==> src/rtl/oldsel_pkg.sv <==
package oldsel_pkg;

  typedef enum logic [1:0] {
    FU_ALU  = 2'd0,
    FU_LSU  = 2'd1,
    FU_BRU  = 2'd2,
    FU_NONE = 2'd3
  } fu_cls_e;

  localparam int NUM_FU = 3;

  // Window slot visited at scan step 'step' when the scan starts at 'head'.
  function automatic int age_slot(input int head, input int step, input int depth);
    return (head + step) % depth;
  endfunction

  // Class usable when it names a real unit and that unit is free.
  function automatic logic fu_free(input logic [1:0] cls, input logic [NUM_FU-1:0] busy);
    logic [3:0] blocked;
    blocked = {1'b1, busy};
    return !blocked[cls];
  endfunction

endpackage

==> src/rtl/oldsel_elig.sv <==
module oldsel_elig #(
  parameter int N  = 8,
  parameter int TW = $clog2(N)
) (
  input  logic [TW-1:0]          head_ptr,
  input  logic [N-1:0]           ent_valid,
  input  logic [N-1:0]           ent_lock1,
  input  logic [N-1:0]           ent_lock2,
  input  logic [N-1:0]           ent_disp,
  input  logic [N-1:0]           ent_exec,
  input  logic [N-1:0]           ent_store,
  input  logic [N-1:0][1:0]      ent_fu,
  input  logic [oldsel_pkg::NUM_FU-1:0] fu_busy,
  output logic [N-1:0]           ready
);
  import oldsel_pkg::*;

  for (genvar i = 0; i < N; i++) begin : g_ent
    logic ops_ok;
    logic life_ok;
    logic unit_ok;
    logic order_ok;

    assign ops_ok   = !ent_lock1[i] && !ent_lock2[i];
    assign life_ok  = ent_valid[i] && !ent_disp[i] && !ent_exec[i];
    assign unit_ok  = fu_free(ent_fu[i], fu_busy);
    assign order_ok = !ent_store[i] || (head_ptr == TW'(i));
    assign ready[i] = ops_ok && life_ok && unit_ok && order_ok;
  end

endmodule

==> src/rtl/oldsel_pick.sv <==
module oldsel_pick #(
  parameter int N  = 8,
  parameter int TW = $clog2(N)
) (
  input  logic [N-1:0]  ready,
  input  logic [TW-1:0] head_ptr,
  output logic          found,
  output logic [TW-1:0] win_idx,
  output logic [N-1:0]  win_oh
);
  import oldsel_pkg::*;

  always_comb begin
    logic [TW-1:0] slot;
    found   = 1'b0;
    win_idx = '0;
    slot    = '0;
    for (int k = 0; k < N; k++) begin
      slot = TW'(age_slot(int'(head_ptr), k, N));
      if (!found && ready[slot]) begin
        found   = 1'b1;
        win_idx = slot;
      end
    end
    win_oh = found ? (N'(1) << win_idx) : '0;
  end

endmodule

==> src/rtl/oldsel_opnd.sv <==
module oldsel_opnd #(
  parameter int N  = 8,
  parameter int TW = $clog2(N)
) (
  input  logic [TW-1:0]         win_idx,
  input  logic [N-1:0]          ent_valid,
  input  logic [N-1:0]          src_has,
  input  logic [N-1:0][TW-1:0]  src_id,
  output logic                  from_win,
  output logic [TW-1:0]         prod_tag
);

  logic renamed;
  logic prod_live;

  assign renamed   = src_has[win_idx];
  assign prod_tag  = src_id[win_idx];
  assign prod_live = ent_valid[prod_tag];
  assign from_win  = renamed && prod_live;

endmodule

==> src/rtl/oldest_ready_sel.sv <==
module oldest_ready_sel #(
  parameter int N  = 8,
  parameter int TW = $clog2(N)
) (
  input  logic                  clk,
  input  logic                  rst_n,
  input  logic                  flush,
  input  logic [TW-1:0]         head_ptr,
  input  logic [N-1:0]          ent_valid,
  input  logic [N-1:0]          ent_lock1,
  input  logic [N-1:0]          ent_lock2,
  input  logic [N-1:0]          ent_disp,
  input  logic [N-1:0]          ent_exec,
  input  logic [N-1:0]          ent_store,
  input  logic [N-1:0][1:0]     ent_fu,
  input  logic [N-1:0]          ent_src1_has,
  input  logic [N-1:0][TW-1:0]  ent_src1_id,
  input  logic [N-1:0]          ent_src2_has,
  input  logic [N-1:0][TW-1:0]  ent_src2_id,
  input  logic [2:0]            fu_busy,
  output logic [N-1:0]          grant,
  output logic                  iss_valid,
  output logic [TW-1:0]         iss_tag,
  output logic [1:0]            iss_fu,
  output logic                  iss_src1_win,
  output logic [TW-1:0]         iss_src1_tag,
  output logic                  iss_src2_win,
  output logic [TW-1:0]         iss_src2_tag
);
  localparam int NOPND = 2;

  // Named internal events, visible to the bound checker.
  logic [N-1:0]  ready_vec;
  logic          pick_found;
  logic [TW-1:0] pick_idx;
  logic [N-1:0]  pick_oh;
  logic          dispatch_go;
  logic          idle_cycle;

  logic [NOPND-1:0][N-1:0]         op_has;
  logic [NOPND-1:0][N-1:0][TW-1:0] op_id;
  logic [NOPND-1:0]                op_win;
  logic [NOPND-1:0][TW-1:0]        op_tag;

  oldsel_elig #(.N(N), .TW(TW)) u_elig (
    .head_ptr  (head_ptr),
    .ent_valid (ent_valid),
    .ent_lock1 (ent_lock1),
    .ent_lock2 (ent_lock2),
    .ent_disp  (ent_disp),
    .ent_exec  (ent_exec),
    .ent_store (ent_store),
    .ent_fu    (ent_fu),
    .fu_busy   (fu_busy),
    .ready     (ready_vec)
  );

  oldsel_pick #(.N(N), .TW(TW)) u_pick (
    .ready    (ready_vec),
    .head_ptr (head_ptr),
    .found    (pick_found),
    .win_idx  (pick_idx),
    .win_oh   (pick_oh)
  );

  assign op_has[0] = ent_src1_has;
  assign op_has[1] = ent_src2_has;
  assign op_id[0]  = ent_src1_id;
  assign op_id[1]  = ent_src2_id;

  for (genvar p = 0; p < NOPND; p++) begin : g_opnd
    oldsel_opnd #(.N(N), .TW(TW)) u_opnd (
      .win_idx   (pick_idx),
      .ent_valid (ent_valid),
      .src_has   (op_has[p]),
      .src_id    (op_id[p]),
      .from_win  (op_win[p]),
      .prod_tag  (op_tag[p])
    );
  end

  assign dispatch_go = pick_found && !flush;
  assign idle_cycle  = !dispatch_go;
  assign grant       = dispatch_go ? pick_oh : '0;

  always_ff @(posedge clk) begin
    if (!rst_n) begin
      iss_valid    <= 1'b0;
      iss_tag      <= '0;
      iss_fu       <= '0;
      iss_src1_win <= 1'b0;
      iss_src1_tag <= '0;
      iss_src2_win <= 1'b0;
      iss_src2_tag <= '0;
    end else begin
      iss_valid <= dispatch_go;
      if (dispatch_go) begin
        iss_tag      <= pick_idx;
        iss_fu       <= ent_fu[pick_idx];
        iss_src1_win <= op_win[0];
        iss_src1_tag <= op_tag[0];
        iss_src2_win <= op_win[1];
        iss_src2_tag <= op_tag[1];
      end
    end
  end

endmodule

==> config.mk <==
export PLATFORM = sky130hd
export DESIGN_NAME = oldest_ready_sel
export DESIGN_NICKNAME = d
export VERILOG_FILES = /design/src/rtl/oldsel_pkg.sv /design/src/rtl/oldsel_elig.sv /design/src/rtl/oldsel_pick.sv /design/src/rtl/oldsel_opnd.sv /design/src/rtl/oldest_ready_sel.sv
export SDC_FILE = /design/constraint.sdc
export NUM_CORES = 1
export LEC_CHECK = 0
export ABC_AREA = 1
export BUFFER_PORTS_ARGS = -buffer_cell sky130_fd_sc_hd__buf_2
export CORE_ASPECT_RATIO = 1.5
export CORE_MARGIN = 8
export CORE_UTILIZATION = 50
export CTS_CLUSTER_DIAMETER = 200
export DETAILED_ROUTE_END_ITERATION = 12
export MAX_ROUTING_LAYER = met4
export PLACE_DENSITY = 0.85
export SYNTH_ARGS = -nofsm -noshare
export SYNTH_HDL_FRONTEND = slang
export SYNTH_SLANG_ARGS = --single-unit
==> constraint.sdc <==
create_clock -name clk -period 5.5 [get_ports clk]
set_input_delay 0.825 -clock clk [delete_from_list [all_inputs] [get_ports clk]]
set_output_delay 0.825 -clock clk [all_outputs]
set_load 0.03 [all_outputs]
==> results of run 1 <==
## tightest hold or removal path: cells and delay by family (launching register included)
family / cells / cell delay, ns
DFF: 1 / 0.32
and+or+nand+nor: 1 / 0.06
AOI/OAI and AO/OA: 1 / 0.05
## sequential cells by signal, summed over array words and instances (netlist names)
name / flops
iss_fu: 2
iss_tag: 3
iss_src2_win: 1
iss_src2_tag: 3
iss_src1_win: 1
iss_src1_tag: 3
iss_valid: 1
## cells by family (layout without fill, tap and decap cells)
kind of cell | after synthesis | in the layout | share of synthesized area
AND/OR/NAND/NOR | 410 | 410 | 0.621
buffers and inverters | 88 | 242 | 0.126
AO/OA/AOI/OAI | 60 | 60 | 0.123
flip-flops | 14 | 14 | 0.0945
adder cells (fa/ha/maj) | 7 | 7 | 0.0295
XOR/XNOR | 2 | 2 | 0.00591
## synthesized netlist by cell type
library cell,number,share of area
buf_4,3,0.0076
a22o_1,1,0.0030
buf_2,6,0.010
nor2_1,55,0.070
o21bai_4,1,0.0063
nor3_1,1,0.0017
nand2_4,1,0.0038
inv_2,6,0.0076
xor2_1,1,0.0030
nand3b_1,10,0.025
nor2_4,4,0.015
xnor2_1,1,0.0030
o22ai_1,1,0.0021
inv_4,1,0.0021
nand4_4,1,0.0072
ha_1,7,0.030
buf_6,3,0.011
clkbuf_1,3,0.0038
nand3_1,75,0.13
clkinv_1,1,0.0013
o21ai_0,17,0.029
nand3_4,3,0.018
nand2_1,235,0.30
inv_1,65,0.082
dfxtp_1,14,0.095
o21ai_1,8,0.014
a22oi_1,11,0.028
o21ai_2,3,0.0089
nand2_2,10,0.021
nor4_1,1,0.0021
nand3_2,3,0.010
a31oi_1,3,0.0063
a21oi_1,14,0.024
o211ai_1,1,0.0025
nand4_1,9,0.019
nor2_2,2,0.0042
## cell type report
| class | count | share of cell area |
|---|---|---|
| clock buffer | 3 | 0.0107 |
| inverter | 73 | 0.0718 |
| tap | 72 | 0.0234 |
| timing repair buffer | 166 | 0.221 |
| multi-input combinational | 479 | 0.600 |
| sequential | 14 | 0.0728 |
## power groups by stage
stage                     Combinational (W)  Clock [W]  Sequential (W)
final                              0.000598  0.0000852        0.000127
after global routing               0.000662  0.0000873        0.000128
after CTS                          0.000591  0.0000835        0.000126
after detailed placement           0.000588          0        0.000127
after global placement             0.000578          0        0.000127
after floorplan                    0.000392          0        0.000157
## per-layer routing
| metal | vias up | part of all wire |
|---|---|---|
| met1 | 1939 | 0.39 |
| met4 | 0 | 0.034 |
| met2 | 182 | 0.53 |
| met5 | - | 0 |
| met3 | 31 | 0.048 |
| li1 | 2166 | - |
## final timing paths
kind	slack [ns]	start	end	cells past startpoint
max	0.40	head_ptr[1]	grant[6]	25
min	0.49	iss_src1_win	iss_src1_win	2
max reg2reg	4.71	iss_fu[0]	iss_fu[0]	3
min reg2reg	0.49	iss_src1_win	iss_src1_win	2
## per-stage QoR
stage	power (W)	hold WS [ns]	std cells	utilization
6_report	0.000809	0.489	807	0.665
5_1_grt	0.000877	0.514	807	0.665
4_1_cts	0.000800	0.479	807	0.665
3_5_place_dp	0.000716	0.470	804	0.658
3_3_place_gp	0.000706	0.466	804	0.658
2_1_floorplan	0.000549	0.593	581	-
==> metrics.txt, run 1 <==
Design Area, Final 3850 µm²; clock group share of total power 0.105; DR vias 4318; Final Hold Viols 0; Area Growth Syn to Fin 29.8%; minimum clock period 5.10 ns; met2 usage 0.506; CTS Buf Count 3; most common cell after layout, fill and taps aside nand2_1; internal cell power 0.000370 W; Layout Nets 881; Synth Warn # 0; CTS Sinks 14; VDD IR-drop max 0.000199 V; cts hold-fix bufs 0; multi-input logic area 2310 µm²; setup bufs post-CTS 0; clock buffer depth 2; Die Span X 78.9 µm; crit path kind in2out; final worst slack 0.402 ns; Hold WC Path Type reg2reg; first-pass GRT wire length 18.9 mm; worst endpoint required time 4.68 ns; DRT Wirelength 11.9 mm; layout cells sized above 1 0.278; most frequent cells in the layout nand2_1, buf_2, nand3_1, inv_1, nor2_1; post-CTS resize count 0; CP max stage cell clkinv_1; global routing usage on met1 0.288; WL/cell 14.8 µm; Fin Clk Skew 0 ns; Mapped Nets 725; GR Util met3 0.0244; switching power 0.000439 W; DR iter-0 viols 390; pwr dens 210 nW/µm²; cell area after synthesis 2970 µm²; maxcap violations 0; final setup TNS 0 ns; Cells after Synth 581; final setup fails 0; I/O pin count 159; Clk Latency, worst-skew pair 0.25 ns; gpl congestion 0.967; Seq/Total Area, Yosys 0.0945; status finished clean; Pre-antenna DRT Iters 5; # fillers 590; #FFs+latches synth 14; worst-path fanout max 13; hpwl dp 10.2 mm; # DRC 0; headroom to the max-slew limit 0.662; ANT cells 0; vias per cell 5.35; Clock Pin Slew Worst Setup and Hold Paths 0.05 ns; vias in the first global route 4240; Buf+Inv Stages, Crit Path 5; syn avg cell area 5.10 µm²; TritonCTS clock tree yes; core area 5790 µm²; row cnt 34; leakage 2.34 nW; sequential power share 0.156; RSZ-0062 raised after global routing false; Synth cell types 36; port buffer count 158; die height 110 µm; Starting Density 0.513; Storage cell area 280 µm²; grt ovf 0; htree depth 1; Placed Area 3810 µm²; Root Buffer clkbuf_8; CP arrival 4.27 ns; Slew @ Worst Pin 0.504 ns; final slew viol count 0; initial antenna violation count 0; Sw Ratio 0.542; pre-CTS setup slack 0.482 ns; top achievable clock speed 0.196 GHz; GR peak layer met2; GRT Util Overall 0.272; Comb pwr share 0.738; Routed Antenna Nets 0; CP endpoint kind output port; max incr delay on CP 0.35 ns; cell mode on critical path nand2_1; final period utilization 0.927; die area 8700 µm²; CP delay by family, top simple AND/OR/NAND/NOR gates; largest net degree at the start of global routing 23; Setup crit start kind primary input
Note: power is estimated with default switching activity, not from simulation.
==> run 2: changes to the inputs <==
==> constraint.sdc (replaced) <==
create_clock -name clk -period 5.5 [get_ports clk]
set_input_delay 1.1 -clock clk [delete_from_list [all_inputs] [get_ports clk]]
set_output_delay 1.1 -clock clk [all_outputs]
set_load 0.03 [all_outputs]
==> metrics.txt, run 2 (synthesized netlist as in run 1, its figures left out) <==
Clk Latency, worst-skew pair 0.25 ns; die area 8700 µm²; maxcap violations 0; Largest regs iss_src1_tag (3), iss_src2_tag (3), iss_tag (3); status finished clean; pwr dens 216 nW/µm²; Setup crit start kind primary input; cts hold-fix bufs 0; DRT Wirelength 12.0 mm; Routed Antenna Nets 0; Fin Clk Skew 0 ns; # DRC 0; # fillers 552; Die Span X 78.9 µm; DR iter-0 viols 299; port buffer count 158; WL/cell 14.6 µm; first-pass GRT wire length 18.8 mm; Area Growth Syn to Fin 33.6%; minimum clock period 5.19 ns; multi-input logic area 2310 µm²; layout cells sized above 1 0.291; I/O pin count 159; Root Buffer clkbuf_8; final slew viol count 0; worst-case reg-to-reg path depth 3; RSZ-0062 raised after global routing false; hpwl dp 10.2 mm; final setup TNS 0 ns; core area 5790 µm²; gpl congestion 0.987; ANT cells 0; Slew @ Worst Pin 0.460 ns; Placed Area 3880 µm²; Inst Count DP 813; CTS Buf Count 3; most frequent cells in the layout nand2_1, buf_2, nand3_1, inv_1, nor2_1; clock buffer depth 2; leakage 2.41 nW; Design Area, Final 3960 µm²; Hold Path Stages 2; worst endpoint required time 4.40 ns; vias per cell 5.32; final period utilization 0.944; TritonCTS clock tree yes; Clock Pin Slew Worst Setup and Hold Paths 0.06 ns; Final Hold Viols 0; initial antenna violation count 0; Starting Density 0.513; row cnt 34; Hold WC Path Type reg2reg; headroom to the max-slew limit 0.691; worst-path fanout max 10; Finished Layout Cells 821; largest net degree at the start of global routing 24; Layout Nets 894; DR vias 4370; CTS Sinks 14; crit path kind in2out; Storage cell area 280 µm²; CP endpoint kind output port; grt ovf 0; VDD IR-drop max 0.000255 V; vias in the first global route 4233; GRT Util Overall 0.272; CP arrival 4.09 ns; top achievable clock speed 0.193 GHz; die height 110 µm; fin util 0.685; htree depth 1; most common cell after layout, fill and taps aside nand2_1; final setup fails 0; Pre-antenna DRT Iters 7
-- run 2: cell count changes in the layout (fill, tap and decap cells not counted), sizes merged --
cell	delta
buf	+13
clkbuf	+1
-- run 2: path summary, 6_finish.rpt --
kind,startpoint,to,slack (ns)
min reg2reg,iss_src1_win,iss_src1_win,0.48
max,head_ptr[1],grant[2],0.31
min,iss_src1_win,iss_src1_win,0.48
max reg2reg,iss_fu[0],iss_fu[0],4.72
-- run 2: cell type report --
| type | count | area share |
|---|---|---|
| multi-input cells | 479 | 0.583 |
| repair buffers | 179 | 0.239 |
| well taps | 72 | 0.0227 |
| flip-flops and latches | 14 | 0.0708 |
| inverters | 73 | 0.0698 |
| clock buffers | 4 | 0.0139 |
-- run 2: report_power, final --
part	internal (W)	switching, W
clock network	0.0000636	0.0000396
logic	0.000226	0.000400
registers	0.000117	0.00000850
total	0.000407	0.000448
-- run 2: per-layer routing --
metal,part of all wire,track usage,routed length (µm),vias to the layer above
met5,0,-,0,-
met3,0.051,0.0203,609,26
li1,-,-,-,2194
met4,0.029,0.105,354,0
met2,0.53,0.499,6340,195
met1,0.39,0.297,4720,1955
-- run 2: through the flow --
| step | worst slack [ns] | power (W) | hold WS [ns] |
|---|---|---|---|
| 2_1_floorplan | 0.367 | 0.000549 | 0.593 |
| 3_3_place_gp | 0.218 | 0.000721 | 0.451 |
| 3_5_place_dp | 0.181 | 0.000731 | 0.463 |
| 4_1_cts | 0.151 | 0.000837 | 0.473 |
| 5_1_grt | 0.0332 | 0.000928 | 0.494 |
| 6_report | 0.308 | 0.000856 | 0.479 |
-- run 2: repair_timing --
item	4_1_cts	5_1_grt
endpoints found under the setup margin	0	8
buffers inserted	0	4
resized for setup	0	1
-- run 2: worst max-delay path: stages --
cell     delay [ns]
buf_2          0.22
ha_1           0.24
ha_1           0.19
inv_1          0.05
nand2_1        0.05
nand2_1        0.04
nor2_1         0.23
nand3_1        0.11
nand2_1        0.07
nand3_1        0.06
nand2_1        0.14
nand2_1        0.09
nand2_1        0.14
nor2_4         0.06
nand4_4        0.09
nor2_4         0.06
nand2_2        0.10
nand2_1        0.06
o21ai_1        0.11
nand2_1        0.08
nand2_2        0.11
inv_2          0.05
nor2_1         0.15
inv_1          0.13
nor2_1         0.11
buf_2          0.21
==> run 3: changes to the inputs <==
--- a/config.mk
+++ b/config.mk
@@ -5,15 +5,14 @@
 export SDC_FILE = /design/constraint.sdc
 export NUM_CORES = 1
 export LEC_CHECK = 0
-export ABC_AREA = 1
 export BUFFER_PORTS_ARGS = -buffer_cell sky130_fd_sc_hd__buf_2
 export CORE_ASPECT_RATIO = 1.5
 export CORE_MARGIN = 8
-export CORE_UTILIZATION = 50
+export CORE_UTILIZATION = 53
 export CTS_CLUSTER_DIAMETER = 200
 export DETAILED_ROUTE_END_ITERATION = 12
 export MAX_ROUTING_LAYER = met4
-export PLACE_DENSITY = 0.85
+export PLACE_DENSITY = 0.86
 export SYNTH_ARGS = -nofsm -noshare
 export SYNTH_HDL_FRONTEND = slang
 export SYNTH_SLANG_ARGS = --single-unit
==> metrics.txt, run 3 <==
vias per cell 6.68; Inst Count DP 717; Clk Latency, worst-skew pair 0.25 ns; top cells by count, synth nor2_1, nand2_1, o21ai_0; Hold WC Path Type reg2reg; multiplexer share of the synthesized area 0.131; final setup TNS 0 ns; worst-path fanout max 6; total power 0.000985 W; hpwl dp 13.0 mm; VDD IR-drop max 0.000100 V; GRT Util Overall 0.335; row cnt 36; most common cell after layout, fill and taps aside buf_2; Fin Clk Skew 0 ns; gpl congestion 1.10; Synth cell types 90; Design Area, Final 4950 µm²; Critical R2R Launch iss_fu[0]; crit path cell chain buf_2 > inv_1 > ha_1 > a21bo_4 > nand4b_4 > nor3_2 > o32ai_1 > a211oi_1 > buf_4 > a211o_1 > and4_1 > a211o_1 > a32oi_2 > buf_4 > nand2_4 > nor2_4 > clkbuf_4; fin util 0.775; Synth Warn # 0; most frequent cell after synthesis nor2_1; Routed Antenna Nets 0; Main synth FF type dfxtp_1; Die Span X 81.9 µm; Largest regs iss_src1_tag (3), iss_src2_tag (3), iss_tag (3); Synth Area in Simple Gates 0.305; WL/cell 22.0 µm; CP arrival 4.33 ns; area share of fa/ha/maj cells after synthesis 0.0254; cell area after synthesis 3450 µm²; worst-case reg-to-reg path depth 2; die area 9400 µm²; CP max stage cell o32ai_1; core area 6400 µm²; CP endpoint kind output port; DRT Wirelength 15.9 mm; DR vias 4841; most frequent cells in the layout buf_2, buf_4, nand2_1, nor2_1, o21ai_0; vias in the first global route 4839; worst reg2reg endpoint iss_fu[0]; Worst setup startpoint head_ptr[1]; maxcap violations 0; Placed Area 4710 µm²; largest net degree at the start of global routing 24; status finished clean; Seq/Total Area, Yosys 0.0812; DR iter-0 viols 370; I/O pin count 159; cts hold-fix bufs 0; largest area contributor in the netlist dfxtp_1; final period utilization 0.988; Slew @ Worst Pin 0.653 ns; Starting Density 0.539; Finished Layout Cells 725; Yosys top cell area share 0.0812; crit path kind in2out; #FFs+latches synth 14; Mapped Nets 599; layout cells sized above 1 0.469; grt ovf 0; CP Capture Point grant[0]; post-synthesis compound-gate area fraction 0.379; Root Buffer clkbuf_8; TritonCTS clock tree yes; syn avg cell area 7.58 µm²; # DRC 0; Setup crit start kind primary input; Layout Nets 793; main combinational cell family by area after synthesis compound AO/OA/AOI/OAI gates; CTS Buf Count 3; headroom to the max-slew limit 0.563; final setup fails 0; Pre-antenna DRT Iters 5; # fillers 494; port buffer count 158; CP delay by family, top compound AO/OA/AOI/OAI gates; Async S/R FF share, synth 0; minimum clock period 5.43 ns; Post-synth EDFFs 0; initial antenna violation count 1; first-pass GRT wire length 24.1 mm; worst endpoint required time 4.40 ns; Clock Pin Slew Worst Setup and Hold Paths 0.06 ns; Stages on worst setup path 17; clock buffer depth 2; Area Growth Syn to Fin 43.6%; die height 115 µm; pwr dens 199 nW/µm²; max incr delay on CP 0.61 ns; htree depth 1; top achievable clock speed 0.184 GHz; Cells after Synth 455; Final Hold Viols 0; Buf+Inv Stages, Crit Path 5; FF-to-FF setup slack 4.74 ns; final slew viol count 0; leakage 2.27 nW; CTS Sinks 14; Post-Synth XOR/XNOR Area 0.0120; ranking of synthesized cells by area dfxtp_1, mux2i_1, nor2_1
-- run 3: worst min path at each step --
stage | from | end | slack, ns | cells after the start
floorplan | iss_src2_win | iss_src2_win | 0.60 | 2
global placement | iss_src2_win | iss_src2_win | 0.47 | 2
detailed placement | iss_src2_win | iss_src2_win | 0.49 | 2
CTS | iss_tag[2] | iss_tag[2] | 0.50 | 2
global route | iss_tag[2] | iss_tag[2] | 0.52 | 2
finish | iss_tag[2] | iss_tag[2] | 0.50 | 2
-- run 3: cells by family after synthesis --
logic type,after synthesis
DFF,14
xor gates and xnor gates,3
and+or+nand+nor,185
buffers and inverters,43
adders and majority gates,7
AOI/OAI and AO/OA,166
muxes,37
-- run 3: report_power, final --
group	internal [W]	switching, W	total (W)	leakage (nW)
Clock	0.0000636	0.0000405	0.000104	0.0288
Sequential	0.000118	0.00000962	0.000128	0.115
Combinational	0.000322	0.000430	0.000753	2.12
-- run 3: timing repair --
action / in CTS / in global routing
buffers inserted: 0 / 3
resized for setup: 0 / 32
hold endpoints to repair: 0 / 0
setup endpoints to repair: 0 / 10
-- run 3: tightest hold or removal path: cells and delay by family, from the launching register on --
kind	cells	cell delay, ns
and+or+nand+nor	1	0.06
AOI/OAI and AO/OA	1	0.08
DFF	1	0.31
-- run 3: layout make-up --
type | count | area (µm²) | area share
multi-input cells | 398 | 3190 | 0.644
repair buffers | 220 | 1280 | 0.258
well taps | 76 | 95.1 | 0.0192
clock buffers | 4 | 55.1 | 0.0111
flip-flops and latches | 14 | 280 | 0.0566
inverters | 12 | 50.0 | 0.0101
diodes | 1 | 2.50 | 0.000505
-- run 3: per-layer routing --
| layer | global-route usage | share of wire |
|---|---|---|
| met1 | 0.322 | 0.32 |
| met2 | 0.585 | 0.51 |
| met5 | - | 0 |
| met3 | 0.0540 | 0.089 |
| met4 | 0.229 | 0.085 |
-- run 3: stage by stage --
stage               setup WS, ns  hold WS, ns
finish                    0.0685        0.500
floorplan                 0.0133        0.602
detailed placement        0.0639        0.487
global route             -0.0289        0.520
CTS                       0.0620        0.502
global placement           0.118        0.468
